### src/rtl/spi_regfile_pkg.sv
package spi_regfile_pkg;
  localparam int unsigned ADDR_W_DEF = 4;
  localparam int unsigned DATA_W_DEF = 12;
  localparam int unsigned SYNC_STAGES = 2;

  function automatic int unsigned cnt_width(input int unsigned frame_w);
    return $clog2(frame_w) + 2;
  endfunction
endpackage

### src/rtl/spi_sync.sv
module spi_sync #(
  parameter int unsigned W       = 3,
  parameter logic [W-1:0] RST_VAL = '0
) (
  input  logic         clk_i,
  input  logic         rst_ni,
  input  logic [W-1:0] d_i,
  output logic [W-1:0] q_o
);
  import spi_regfile_pkg::*;

  for (genvar b = 0; b < W; b++) begin : g_bit
    logic [SYNC_STAGES-1:0] stg_q;
    always_ff @(posedge clk_i or negedge rst_ni) begin
      if (!rst_ni) stg_q <= {SYNC_STAGES{RST_VAL[b]}};
      else         stg_q <= {stg_q[SYNC_STAGES-2:0], d_i[b]};
    end
    assign q_o[b] = stg_q[SYNC_STAGES-1];
  end
endmodule

### src/rtl/spi_frame_rx.sv
module spi_frame_rx #(
  parameter int unsigned FRAME_W = 16,
  parameter int unsigned CNT_W   = 6
) (
  input  logic               clk_i,
  input  logic               rst_ni,
  input  logic               nss_i,
  input  logic               sck_i,
  input  logic               mosi_i,
  input  logic [FRAME_W-1:0] status_i,
  output logic [FRAME_W-1:0] frame_o,
  output logic               commit_o,
  output logic               miso_o
);
  localparam logic [CNT_W-1:0] FULL = CNT_W'(FRAME_W);

  logic               nss_q, sck_q;
  logic               nss_fall, nss_rise, sck_rise, sck_fall;
  logic [CNT_W-1:0]   bit_cnt;
  logic [FRAME_W-1:0] rx_sr, tx_sr;

  assign nss_fall = nss_q & ~nss_i;
  assign nss_rise = ~nss_q & nss_i;
  assign sck_rise = ~sck_q & sck_i & ~nss_i;
  assign sck_fall = sck_q & ~sck_i & ~nss_i;

  always_ff @(posedge clk_i or negedge rst_ni) begin
    if (!rst_ni) begin
      nss_q    <= 1'b1;
      sck_q    <= 1'b0;
      bit_cnt  <= '0;
      rx_sr    <= '0;
      tx_sr    <= '0;
      frame_o  <= '0;
      commit_o <= 1'b0;
    end else begin
      nss_q    <= nss_i;
      sck_q    <= sck_i;
      commit_o <= nss_rise && (bit_cnt == FULL);
      if (nss_rise) frame_o <= rx_sr;
      if (nss_fall) begin
        bit_cnt <= '0;
        tx_sr   <= status_i;
      end else begin
        if (sck_rise) begin
          rx_sr <= {rx_sr[FRAME_W-2:0], mosi_i};
          if (bit_cnt != '1) bit_cnt <= bit_cnt + 1'b1;  // saturate, never wraps back to FULL
        end
        if (sck_fall) tx_sr <= {tx_sr[FRAME_W-2:0], 1'b0};
      end
    end
  end

  assign miso_o = tx_sr[FRAME_W-1];
endmodule

### src/rtl/spi_reg_bank.sv
module spi_reg_bank #(
  parameter int unsigned ADDR_W = 4,
  parameter int unsigned DATA_W = 12,
  localparam int unsigned NREG  = 1 << ADDR_W
) (
  input  logic                   clk_i,
  input  logic                   rst_ni,
  input  logic                   we_i,
  input  logic [ADDR_W-1:0]      addr_i,
  input  logic [DATA_W-1:0]      data_i,
  output logic [NREG*DATA_W-1:0] regs_o
);
  for (genvar r = 0; r < NREG; r++) begin : g_reg
    logic [DATA_W-1:0] val_q;
    always_ff @(posedge clk_i or negedge rst_ni) begin
      if (!rst_ni)                                  val_q <= '0;
      else if (we_i && (addr_i == ADDR_W'(r)))      val_q <= data_i;
    end
    assign regs_o[r*DATA_W +: DATA_W] = val_q;
  end
endmodule

### src/rtl/spi_regfile.sv
module spi_regfile
  import spi_regfile_pkg::*;
#(
  parameter int unsigned ADDR_W = ADDR_W_DEF,
  parameter int unsigned DATA_W = DATA_W_DEF,
  localparam int unsigned FRAME_W = ADDR_W + DATA_W,
  localparam int unsigned NREG    = 1 << ADDR_W,
  localparam int unsigned CNT_W   = cnt_width(FRAME_W)
) (
  input  logic                   clk_i,
  input  logic                   rst_ni,
  input  logic                   spi_nss_i,
  input  logic                   spi_sck_i,
  input  logic                   spi_mosi_i,
  output logic                   spi_miso_o,
  input  logic [FRAME_W-1:0]     status_i,
  output logic [NREG*DATA_W-1:0] regs_o
);
  logic               nss_s, sck_s, mosi_s;
  logic [FRAME_W-1:0] frame;
  logic               commit;

  spi_sync #(.W(3), .RST_VAL(3'b100)) u_sync (
    .clk_i, .rst_ni,
    .d_i({spi_nss_i, spi_sck_i, spi_mosi_i}),
    .q_o({nss_s, sck_s, mosi_s})
  );

  spi_frame_rx #(.FRAME_W(FRAME_W), .CNT_W(CNT_W)) u_rx (
    .clk_i, .rst_ni,
    .nss_i(nss_s), .sck_i(sck_s), .mosi_i(mosi_s),
    .status_i,
    .frame_o(frame), .commit_o(commit), .miso_o(spi_miso_o)
  );

  spi_reg_bank #(.ADDR_W(ADDR_W), .DATA_W(DATA_W)) u_bank (
    .clk_i, .rst_ni,
    .we_i(commit),
    .addr_i(frame[FRAME_W-1 -: ADDR_W]),
    .data_i(frame[DATA_W-1:0]),
    .regs_o
  );
endmodule

### config.mk
export PLATFORM = sky130hd
export DESIGN_NAME = spi_regfile
export DESIGN_NICKNAME = d
export VERILOG_FILES = /design/src/rtl/spi_regfile_pkg.sv /design/src/rtl/spi_sync.sv /design/src/rtl/spi_frame_rx.sv /design/src/rtl/spi_reg_bank.sv /design/src/rtl/spi_regfile.sv
export SDC_FILE = /design/constraint.sdc
export NUM_CORES = 1
export LEC_CHECK = 0
export BUFFER_PORTS_ARGS = -buffer_cell sky130_fd_sc_hd__buf_2
export CORE_AREA = 3 3 157 159
export CTS_CLUSTER_SIZE = 40
export DETAILED_ROUTE_END_ITERATION = 8
export DIE_AREA = 0 0 160 162
export RECOVER_POWER = 50
export SYNTH_ARGS = -nofsm -noshare
export SYNTH_HDL_FRONTEND = slang
export SYNTH_SLANG_ARGS = --single-unit
### constraint.sdc
create_clock -name clk_i -period 3 [get_ports clk_i]
set_input_delay 0.3 -clock clk_i [delete_from_list [all_inputs] [get_ports clk_i]]
set_output_delay 0.3 -clock clk_i [all_outputs]
set_load 0.02 [all_outputs]
# Word-level counts from Yosys, hierarchy flattened
# Index checks and enable logic that the tools add are counted.
# word_totals
inputBits	21
reg_bits	255
# op_classes
n_mux	5
addsub	1
n_eq_ne	17
n_bitwise	11
n_reduce_logical	23
# op_table
operator	count
4-bit == test, second input constant	8
16-bit 2-to-1 mux	2
6-bit 2-to-1 mux	3
1-bit logical AND	17
4-bit by 3-bit == test with 1-bit output, second input constant	4
4-bit by 2-bit == test with 1-bit output, second input constant	2
6-bit by 1-bit adder with 6-bit output, second input constant	1
1-bit bitwise AND	6
6-bit by 5-bit == test with 1-bit output, second input constant	1
6-bit inequality test, second input constant	1
2-bit nonzero test	3
1-bit inverter	5
4-bit by 1-bit == test with 1-bit output, second input constant	1
4-bit logical NOT	1
2-bit AND reduction	2

# Depth between registers and ports, before layout
# Gate-level depths: netlist (run 1).
# logic_depth
word_depth	5
mapped_depth	5
depth_no_buf	5

# Modules after synthesis
# From an unflattened synthesis (run 1), not the netlist that was laid out.
# hier_totals
hier_cells	617
hier_area_um2	10171.0
# modules_own_cells
module	instances	area_per_inst_um2	cells_each
spi_reg_bank	1	7369.6	436
spi_frame_rx	1	2626.3	172
spi_sync	1	175.2	9

# Worst setup path before layout (run 1)
# No wires, ideal clock.
# synth_timing
kind	reg2reg
from	reg u_sync.g_bit[2].stg_q[1]
to	reg u_rx.rx_sr[10]
synth_period_minus_slack_ps	1560
slack_ps	1440
required_ps	2875
setup_ps	125
stages_incl_launch_ff	6
arrival_time_ps	1436
cell_sequence	dfstp_2 -> nor3b_2 -> nor2b_1 -> buf_4 -> buf_6 -> mux2_2
# synth_via
elab_chain_cells	4
elab_cells_between_ends	5
# synth_lines
element	line_no	text
from (decl)	spi_sync.sv:13	logic [SYNC_STAGES-1:0] stg_q;
from (signal assigned)	spi_sync.sv:15	if (!rst_ni) stg_q <= {SYNC_STAGES{RST_VAL[b]}};
from (signal assigned)	spi_sync.sv:16	else stg_q <= {stg_q[SYNC_STAGES-2:0], d_i[b]};
1-bit inverter *	spi_frame_rx.sv:22, spi_frame_rx.sv:24	
1-bit bitwise AND	spi_frame_rx.sv:22	assign nss_fall = nss_q & ~nss_i;
1-bit inverter (no line)	n/a	
2-bit AND reduction (no line) *	n/a	
to (signal assigned)	spi_frame_rx.sv:46	rx_sr <= {rx_sr[FRAME_W-2:0], mosi_i};
to (decl)	spi_frame_rx.sv:20	logic [FRAME_W-1:0] rx_sr, tx_sr;
# Every way passes the cells marked *; elsewhere a longest branch is shown, timed or not.
# A chain may end at the register's enable or synchronous reset.

# Worst setup path after layout (run 1)
# layout_timing
from	reg u_sync.g_bit[2].stg_q[1]
to	reg u_rx.rx_sr[12]
# Same word-level chain as after synthesis.

==> results of run 1 <==
-- worst max-delay path, stage by stage, from the launching register on --
cell and delay (ns):
dfstp_1 0.41, nor3b_1 0.56, nor2b_1 0.20, buf_4 0.25
mux2_2 0.37
-- placed cells by master, fill, tap and decap left out, types with 8 or more instances in the layout --
cell / count
o21ai_0: 17
nand2b_1: 8
mux2_4: 10
buf_4: 12
mux2i_1: 18
dfrtp_1: 252
buf_2: 127
nor2_1: 16
clkbuf_16: 27
nand2_1: 19
clkbuf_1: 91
mux2_2: 213
-- through the flow --
| step | power [mW] | worst slack (ns) | utilization, % |
|---|---|---|---|
| final | 7.42 | 1.06 | 51.7 |
| after global routing | 7.72 | 0.954 | 51.7 |
| after CTS | 7.54 | 1.17 | 52.2 |
| after detailed placement | 4.09 | 1.18 | 48.0 |
| after global placement | 4.06 | 1.24 | 48.0 |
| after floorplan | 3.87 | 1.44 | - |
-- registers in the layout (all words and copies together) (netlist names) --
register and flops:
u_rx.sck_q 1, u_rx.commit_o 1, u_sync.g_bit.stg_q 6, u_bank.g.val_q 192
u_rx.tx_sr 16, u_rx.nss_q 1, u_rx.bit_cnt 6, u_rx.rx_sr 16
u_rx.frame_o 16
-- cell type report --
cell class	count	area (um2)	area share [%]
clock inverter	11	160	1.32
sequential	255	6380	52.7
clock buffer	38	767	6.34
inverter	2	7.51	0.0620
multi-input combinational	329	3220	26.6
tap	319	399	3.30
timing repair buffer	233	1170	9.66
-- where the power goes --
part	switching (mW)	internal (mW)	total, mW
registers	0.209	3.54	3.75
clock network	1.28	2.12	3.40
logic	0.143	0.118	0.260
total	1.64	5.78	7.42
-- metal layers --
metal	global-route usage [%]	share of wire [%]
met2	28.3	46
met1	24.4	44
met5	0	0
met3	4.57	7.0
met4	4.62	2.2
-- worst max-delay path by stage --
stage	from	to	cells past startpoint	slack (ns)
final	u_sync.g_bit[2].stg_q[1]$_DFF_PN1_	u_rx.rx_sr[12]$_DFFE_PN0P_	4	1.06
after global routing	u_sync.g_bit[2].stg_q[1]$_DFF_PN1_	u_rx.rx_sr[11]$_DFFE_PN0P_	4	0.95
after CTS	u_rx.frame_o[15]$_DFFE_PN0P_	u_bank.g_reg[0].val_q[6]$_DFFE_PN0P_	3	1.17
after detailed placement	u_rx.frame_o[15]$_DFFE_PN0P_	u_bank.g_reg[0].val_q[2]$_DFFE_PN0P_	3	1.18
after global placement	u_rx.frame_o[15]$_DFFE_PN0P_	u_bank.g_reg[0].val_q[8]$_DFFE_PN0P_	3	1.24
after floorplan	u_sync.g_bit[2].stg_q[1]$_DFF_PN1_	u_rx.rx_sr[10]$_DFFE_PN0P_	5	1.44
-- cells by family after synthesis --
logic type,after synthesis,synth area share (%)
and+or+nand+nor,63,3.37
adders and majority gates,2,0.255
buffers and inverters,40,2.02
AOI/OAI and AO/OA,21,1.14
DFF,255,65.2
xor gates and xnor gates,1,0.0894
muxes,242,28.0
==> flow_metrics.tcl, run 1 <==
set metrics [dict create \
    clock_skew_ns 0.0148 \
    htree_levels 1 \
    grt-ovfl-total 0 \
    synth_area_um2 9800 \
    worstSetupPathType "reg -> reg" \
    grt_pass1_wl_um 36500 \
    synth_nets 647 \
    io_buffers 213 \
    placed_cell_area_um2 11200 \
    post-cts-setup-buffers 0 \
    r2r_end "u_rx.rx_sr[12]$_DFFE_PN0P_" \
    setup_viol 0 \
    routedWlPerCell_um 19.6 \
    root_buffer "clkbuf_16" \
    antenna_cells 0 \
    fin_cells 1187 \
    slew_headroom_pct 35.8 \
    rr_worst_depth 4 \
    synth_edf_count 0 \
    clockBufferDepth 3 \
    holdWs_ns 0.0847 \
    synth_ff_type "dfrtp_1" \
    ys_types 32 \
    drtIter0Drc 227 \
    antenna_found_initial 0 \
    cts_hold_buf 5 \
    die_h_um 162 \
    place_inst 1133 \
    avgSynthCellArea_um2 15.7 \
    async_reset_ff_share_pct 100 \
    fp.dieArea_um2 25900 \
    grtUsageTotal_pct 17.7 \
    clock-sinks 255 \
    powerDensity_nw_per_um2 613 \
    yosys.area.top_type "dfrtp_1" \
    drive_gt1_share_pct 47.8 \
    worst_setup_path_end_kind "flip-flop" \
    finalWirelength_um 23300 \
    layout.nets 871 \
    post_cts_resized 0 \
    synthTopCellsByCount "252 x dfrtp_1, 213 x mux2_2, 19 x nand2_1" \
    hold-path-endpoint "u_rx.tx_sr[14]$_DFFE_PN0P_" \
    io_pins 214 \
    viasPerCell 4.97 \
    slew_viol_final 0 \
    antenna_left 0 \
    core.rowCount 56 \
    period_minus_slack_ns 1.94 \
    core_area_um2 23400 \
    r2r-start "u_sync.g_bit[2].stg_q[1]$_DFF_PN1_" \
    routabilityCongestion 0.830 \
    drc 0 \
    cellLeakagePower_nw 6.36 \
    synth_seq_cells 255 \
    finalHoldViolCount 0 \
    r2r_setup_slack_ns 1.06 \
    clk_pin_slew_ns 0.06 \
    dr.pass1.iters 6 \
    min_path_cells 3 \
    grt_pass1_vias 6308 \
    die_x_um 160 \
    initial_core_util_pct 41.9 \
    min_path_type "in -> reg" \
    cp-start-kind "flip-flop" \
    n_fill_cell 2096 \
    fin_area_um2 12100 \
    run_status "finished, final reports clean" \
    tns_ns 0 \
    yosysSeqAreaShare_pct 65.2 \
    timing.fmax_mhz 517 \
    worstHoldStart "status_i[14]" \
    worstSkewPairLatency_ns 0.52 \
    cts_tree "yes" \
    dr_total_vias 5894 \
    min_period_over_period_pct 64.5 \
    postSynthCellCount 624 \
    dpl.hpwl_um 16000 \
    critPathRequiredTime_ns 3.39 \
    cap_violations 0 \
    crit_arrival_ns 2.32 \
    grt_max_degree 96 \
    numCtsBuffers 27 \
    irDropWorstVdd_uv 394 \
    syn2layout_area_growth_pct 23.5 \
    yosys.area.top_type_share_pct 64.4 \
    synthTopCellsByArea "dfrtp_1 64%, mux2_2 24%, mux2i_1 1.8%" \
    rsz0062_at_grt "no" \
    cp_max_fo 16 \
    tightest_slew_ns 0.962 \
    synth_most_common_cell "dfrtp_1" \
    ys_warn_count 0 \
]
Note: power is estimated with default switching activity, not from simulation.
==> inputs of run 2 (changes only) <==
clock period = 2 ns   (was 3 ns; I/O delays follow)
==> flow_metrics.tcl, run 2 (synthesized netlist as in run 1, its figures left out) <==
set metrics [dict create \
    run_status "finished, final reports clean" \
    clock-sinks 255 \
    numCtsBuffers 27 \
    cp-start-kind "flip-flop" \
    drive_gt1_share_pct 47.6 \
    rsz0062_at_grt "no" \
    finalWirelength_um 23600 \
    layout.nets 891 \
    worstSetupPathType "reg -> reg" \
    slew_headroom_pct 14.4 \
    worst_setup_path_end_kind "flip-flop" \
    finalHoldViolCount 0 \
    cp_max_fo 12 \
    layout_commonest_cell "dfrtp_1" \
    grtUsageTotal_pct 18.1 \
    dr_total_vias 5975 \
    die_x_um 160 \
    grt_pass1_wl_um 37300 \
    dpl.hpwl_um 16100 \
    power_mw 11.3 \
    critical_path_buf_inv_count 0 \
    tns_ns 0 \
    io_buffers 213 \
    grt_max_degree 58 \
    core.rowCount 56 \
    antenna_cells 0 \
    period_minus_slack_ns 1.77 \
    crit_arrival_ns 2.17 \
    cellLeakagePower_nw 6.45 \
    root_buffer "clkbuf_16" \
    drc 0 \
    largest_reg_flops 192 \
    clock_skew_ns 0.00954 \
    worstSkewPairLatency_ns 0.53 \
    crit_chain "nor3b_2 -> and2b_1 -> mux2_2" \
    cpMaxStageDelayCell "and2b_1" \
    timing.fmax_mhz 567 \
    critPathRequiredTime_ns 2.40 \
    routabilityCongestion 0.788 \
    core_area_um2 23400 \
    slew_viol_final 0 \
    setup_viol 0 \
    antenna_left 0 \
    grt-ovfl-total 0 \
    fp.dieArea_um2 25900 \
    cap_violations 0 \
    clockBufferDepth 3 \
    routedWlPerCell_um 19.6 \
    clk_pin_slew_ns 0.06 \
    powerDensity_nw_per_um2 920 \
    cts_tree "yes" \
    io_pins 214 \
    final_cell_mix "252 x dfrtp_1, 213 x mux2_2, 124 x buf_2" \
    antenna_found_initial 0 \
    fin_area_um2 12300 \
    die_h_um 162 \
    syn2layout_area_growth_pct 25.7 \
    min_period_over_period_pct 88.3 \
    min_path_type "in -> reg" \
    grt_pass1_vias 6438 \
    crit_family "simple AND/OR/NAND/NOR gates" \
    slowest_delay_ns 0.49 \
    drtIter0Drc 215 \
    post_cts_resized 0 \
    place_inst 1140 \
    regMostFlops "u_bank.g.val_q" \
    placed_cell_area_um2 11300 \
    irDropWorstVdd_uv 550 \
    initial_core_util_pct 41.9 \
    fin_cells 1206 \
    tightest_slew_ns 1.28 \
    htree_levels 1 \
    dr.pass1.iters 4 \
    viasPerCell 4.95 \
]
==> run 2: changes by cell type in the layout (fill, tap and decap cells not counted), moves of 2 or more <==
cell / before / now
buf_6: 0 / 2
buf_2: 127 / 124
dlygate4sd3_1: 5 / 18
buf_4: 12 / 16
clkinvlp_4: 2 / 0
==> run 2: repair_timing <==
item / in CTS / in global routing
buffers inserted: 0 / 0
endpoints found under the hold margin: 244 / 0
hold buffers: 18 / 0
==> run 2: worst min-delay path, delay by kind of cell <==
| family | cells | cell delay [ns] |
|---|---|---|
| AO/OA/AOI/OAI | 1 | 0.16 |
| buffers and inverters | 1 | 0.08 |
| multiplexers | 1 | 0.06 |
==> run 2: power breakdown <==
group	switching [mW]	total [mW]	internal (mW)
Combinational	0.221	0.417	0.196
Sequential	0.316	5.63	5.32
Clock	1.97	5.27	3.30
==> run 2: routing by layer <==
metal	global-route usage (%)	share of wire [%]	vias to the layer above	wire [um]
li1	-	-	2685	-
met1	25.0	45	3065	10700
met2	28.7	46	184	10900
met3	4.62	6.4	41	1500
met4	4.97	2.3	0	533
met5	0	0	-	0
==> run 2: worst paths after layout <==
| check | from | endpoint | slack, ns | cells after the start |
|---|---|---|---|---|
| setup reg to reg | u_rx.frame_o[15]$_DFFE_PN0P_ | u_bank.g_reg[3].val_q[9]$_DFFE_PN0P_ | 0.23 | 3 |
| setup / recovery | u_rx.frame_o[15]$_DFFE_PN0P_ | u_bank.g_reg[3].val_q[9]$_DFFE_PN0P_ | 0.23 | 3 |
| hold / removal | status_i[1] | u_rx.tx_sr[1]$_DFFE_PN0P_ | 0.02 | 3 |
| min in group asynchronous | rst_ni | u_bank.g_reg[14].val_q[0]$_DFFE_PN0P_ | 0.50 | 2 |
| max in group asynchronous | rst_ni | u_sync.g_bit[2].stg_q[0]$_DFF_PN1_ | 0.35 | 3 |
| hold reg to reg | u_sync.g_bit[0].stg_q[0]$_DFF_PN0_ | u_sync.g_bit[0].stg_q[1]$_DFF_PN0_ | 0.36 | 0 |
==> run 2: cell type report <==
class | instances | area (um2)
clock buffers | 35 | 756
clock inverters | 13 | 198
fillers | 2072 | 11100
inverters | 2 | 7.51
multi-input cells | 329 | 3220
flip-flops and latches | 255 | 6380
well taps | 319 | 399
repair buffers | 253 | 1350
==> run 2: through the flow <==
step / setup WS [ns] / hold slack (ns) / utilization [%]
after floorplan: 0.440 / -0.0956 / -
after global placement: 0.338 / 0.128 / 48.4
after detailed placement: 0.240 / 0.135 / 48.4
after CTS: 0.230 / 0.00789 / 53.2
after global routing: 0.114 / 0.0316 / 52.6
final: 0.235 / 0.0160 / 52.6
==> inputs of run 3 (changes only) <==
CORE_AREA = 3 3 139 141   (was 3 3 157 159)
DIE_AREA = 0 0 142 144   (was 0 0 160 162)
PLACE_DENSITY = 0.79   (was not set)
==> flow_metrics.tcl, run 3 (synthesized netlist as in run 1, its figures left out) <==
set metrics [dict create \
    dr.pass1.iters 4 \
    wl_met1_um 10100 \
    worst_slack_ns 0.272 \
    grt_pass1_wl_um 35900 \
    numCtsBuffers 26 \
    drtIter0Drc 256 \
    r2r_end "u_bank.g_reg[3].val_q[11]$_DFFE_PN0P_" \
    io_pins 214 \
    antenna_left 0 \
    dp_slack_ns 0.288 \
    cp_max_fo 12 \
    layout.nets 887 \
    min_path_type "in -> reg" \
    grt-ovfl-total 0 \
    clk_pin_slew_ns 0.06 \
    holdWs_ns 0.0242 \
    clockBufferDepth 3 \
    worstHoldStart "status_i[1]" \
    seq_area_um2 6380 \
    initial_core_util_pct 54.2 \
    run_status "finished, final reports clean" \
    grt_pass1_vias 6573 \
    crit_arrival_ns 2.12 \
    powerDensity_nw_per_um2 905 \
    tightest_slew_ns 0.946 \
    hold-path-endpoint "u_rx.tx_sr[1]$_DFFE_PN0P_" \
    syn2layout_area_growth_pct 23.0 \
    slowest_delay_ns 0.49 \
    finalWirelength_um 22800 \
    die_h_um 144 \
    slew_headroom_pct 36.9 \
    cpMaxStageDelayCell "and2b_1" \
    dr_total_vias 5993 \
    htree_levels 1 \
    crit_chain "nor3b_2 -> and2b_1 -> mux2_2" \
    worstSetupPathType "reg -> reg" \
    worstSkewPairLatency_ns 0.53 \
    grt_max_degree 67 \
    irDropWorstVdd_uv 746 \
    finalHoldViolCount 0 \
    die_x_um 142 \
    drc 0 \
    timing.fmax_mhz 579 \
    grtUsageTotal_pct 22.0 \
    n_fill_cell 1298 \
    routabilityCongestion 0.766 \
    clock_skew_ns 0.0204 \
    cellLeakagePower_nw 6.38 \
    wl_met3_um 1390 \
    min_period_over_period_pct 86.4 \
    antenna_found_initial 0 \
    dpl.hpwl_um 15500 \
    clock-sinks 255 \
    largest_reg_flops 192 \
    tns_ns 0 \
    setup_viol 0 \
    r2r_setup_slack_ns 0.27 \
    cp-start-kind "flip-flop" \
    min_path_cells 3 \
    rsz0062_at_grt "no" \
    period_minus_slack_ns 1.73 \
    top_layer "met4" \
    slew_viol_final 0 \
    final_cell_mix "252 x dfrtp_1, 213 x mux2_2, 124 x buf_2" \
    cts_tree "yes" \
    root_buffer "clkbuf_16" \
    io_buffers 213 \
    critPathRequiredTime_ns 2.40 \
    r2r-start "u_rx.frame_o[15]$_DFFE_PN0P_" \
    drive_gt1_share_pct 47.3 \
    startpoint "u_rx.frame_o[15]$_DFFE_PN0P_" \
    viasPerCell 5.40 \
    multi_input_area_um2 3220 \
    core.rowCount 49 \
    worst_setup_path_end_kind "flip-flop" \
    layout_commonest_cell "dfrtp_1" \
    routedWlPerCell_um 20.5 \
    core_area_um2 18100 \
    fp.dieArea_um2 20400 \
    rr_worst_depth 3 \
    regMostFlops "u_bank.g.val_q" \
    antenna_cells 0 \
    dr_wl_met2_um 10900 \
    cap_violations 0 \
]
-- run 3: critical path: cells and delay by family, from the launching register on --
family | cells | cell delay, ns
and+or+nand+nor | 2 | 0.78
DFF | 1 | 0.42
muxes | 1 | 0.40
-- run 3: timing repair --
item | 4_1_cts | 5_1_grt
hold buffers | 13 | 0
setup endpoints to repair | 0 | 0
buffers inserted | 0 | 0
resized for setup | 0 | 0
endpoints found under the hold margin | 73 | 0
-- run 3: routing by layer --
layer	GRT usage (%)	up-vias
met5	0	-
met4	6.16	0
met3	4.83	43
met2	36.8	201
met1	29.4	3092
li1	-	2657
-- run 3: cell type report --
type | instances | area share, %
Timing Repair Buffer | 250 | 10.6
Sequential cell | 255 | 53.0
Clock inverter | 10 | 1.13
Inverter | 2 | 0.0623
Tap cell | 229 | 2.38
Multi-Input combinational cell | 329 | 26.7
Clock buffer | 35 | 6.10
-- run 3: worst max path at each step --
stage,to
floorplan,u_rx.rx_sr[10]$_DFFE_PN0P_
global placement,u_bank.g_reg[3].val_q[8]$_DFFE_PN0P_
detailed placement,u_bank.g_reg[3].val_q[11]$_DFFE_PN0P_
CTS,u_bank.g_reg[3].val_q[11]$_DFFE_PN0P_
global route,u_bank.g_reg[3].val_q[0]$_DFFE_PN0P_
finish,u_bank.g_reg[3].val_q[11]$_DFFE_PN0P_
-- run 3: power by group --
group / leakage [nW] / switching (mW) / total (mW) / internal [mW]
clock network: 0.434 / 1.91 / 4.86 / 2.95
logic: 2.44 / 0.223 / 0.409 / 0.186
registers: 3.51 / 0.313 / 5.63 / 5.32
-- run 3: per-stage QoR --
stage          instances  util (%)  total power [mW]  instance area [um2]
2_1_floorplan        624         -              5.81                 9800
3_3_place_gp        1052      61.9              6.07                11200
3_5_place_dp        1052      61.9              6.12                11200
4_1_cts             1110      67.4              11.0                12200
5_1_grt             1110      66.6              11.3                12000
6_report            1110      66.6              10.9                12000
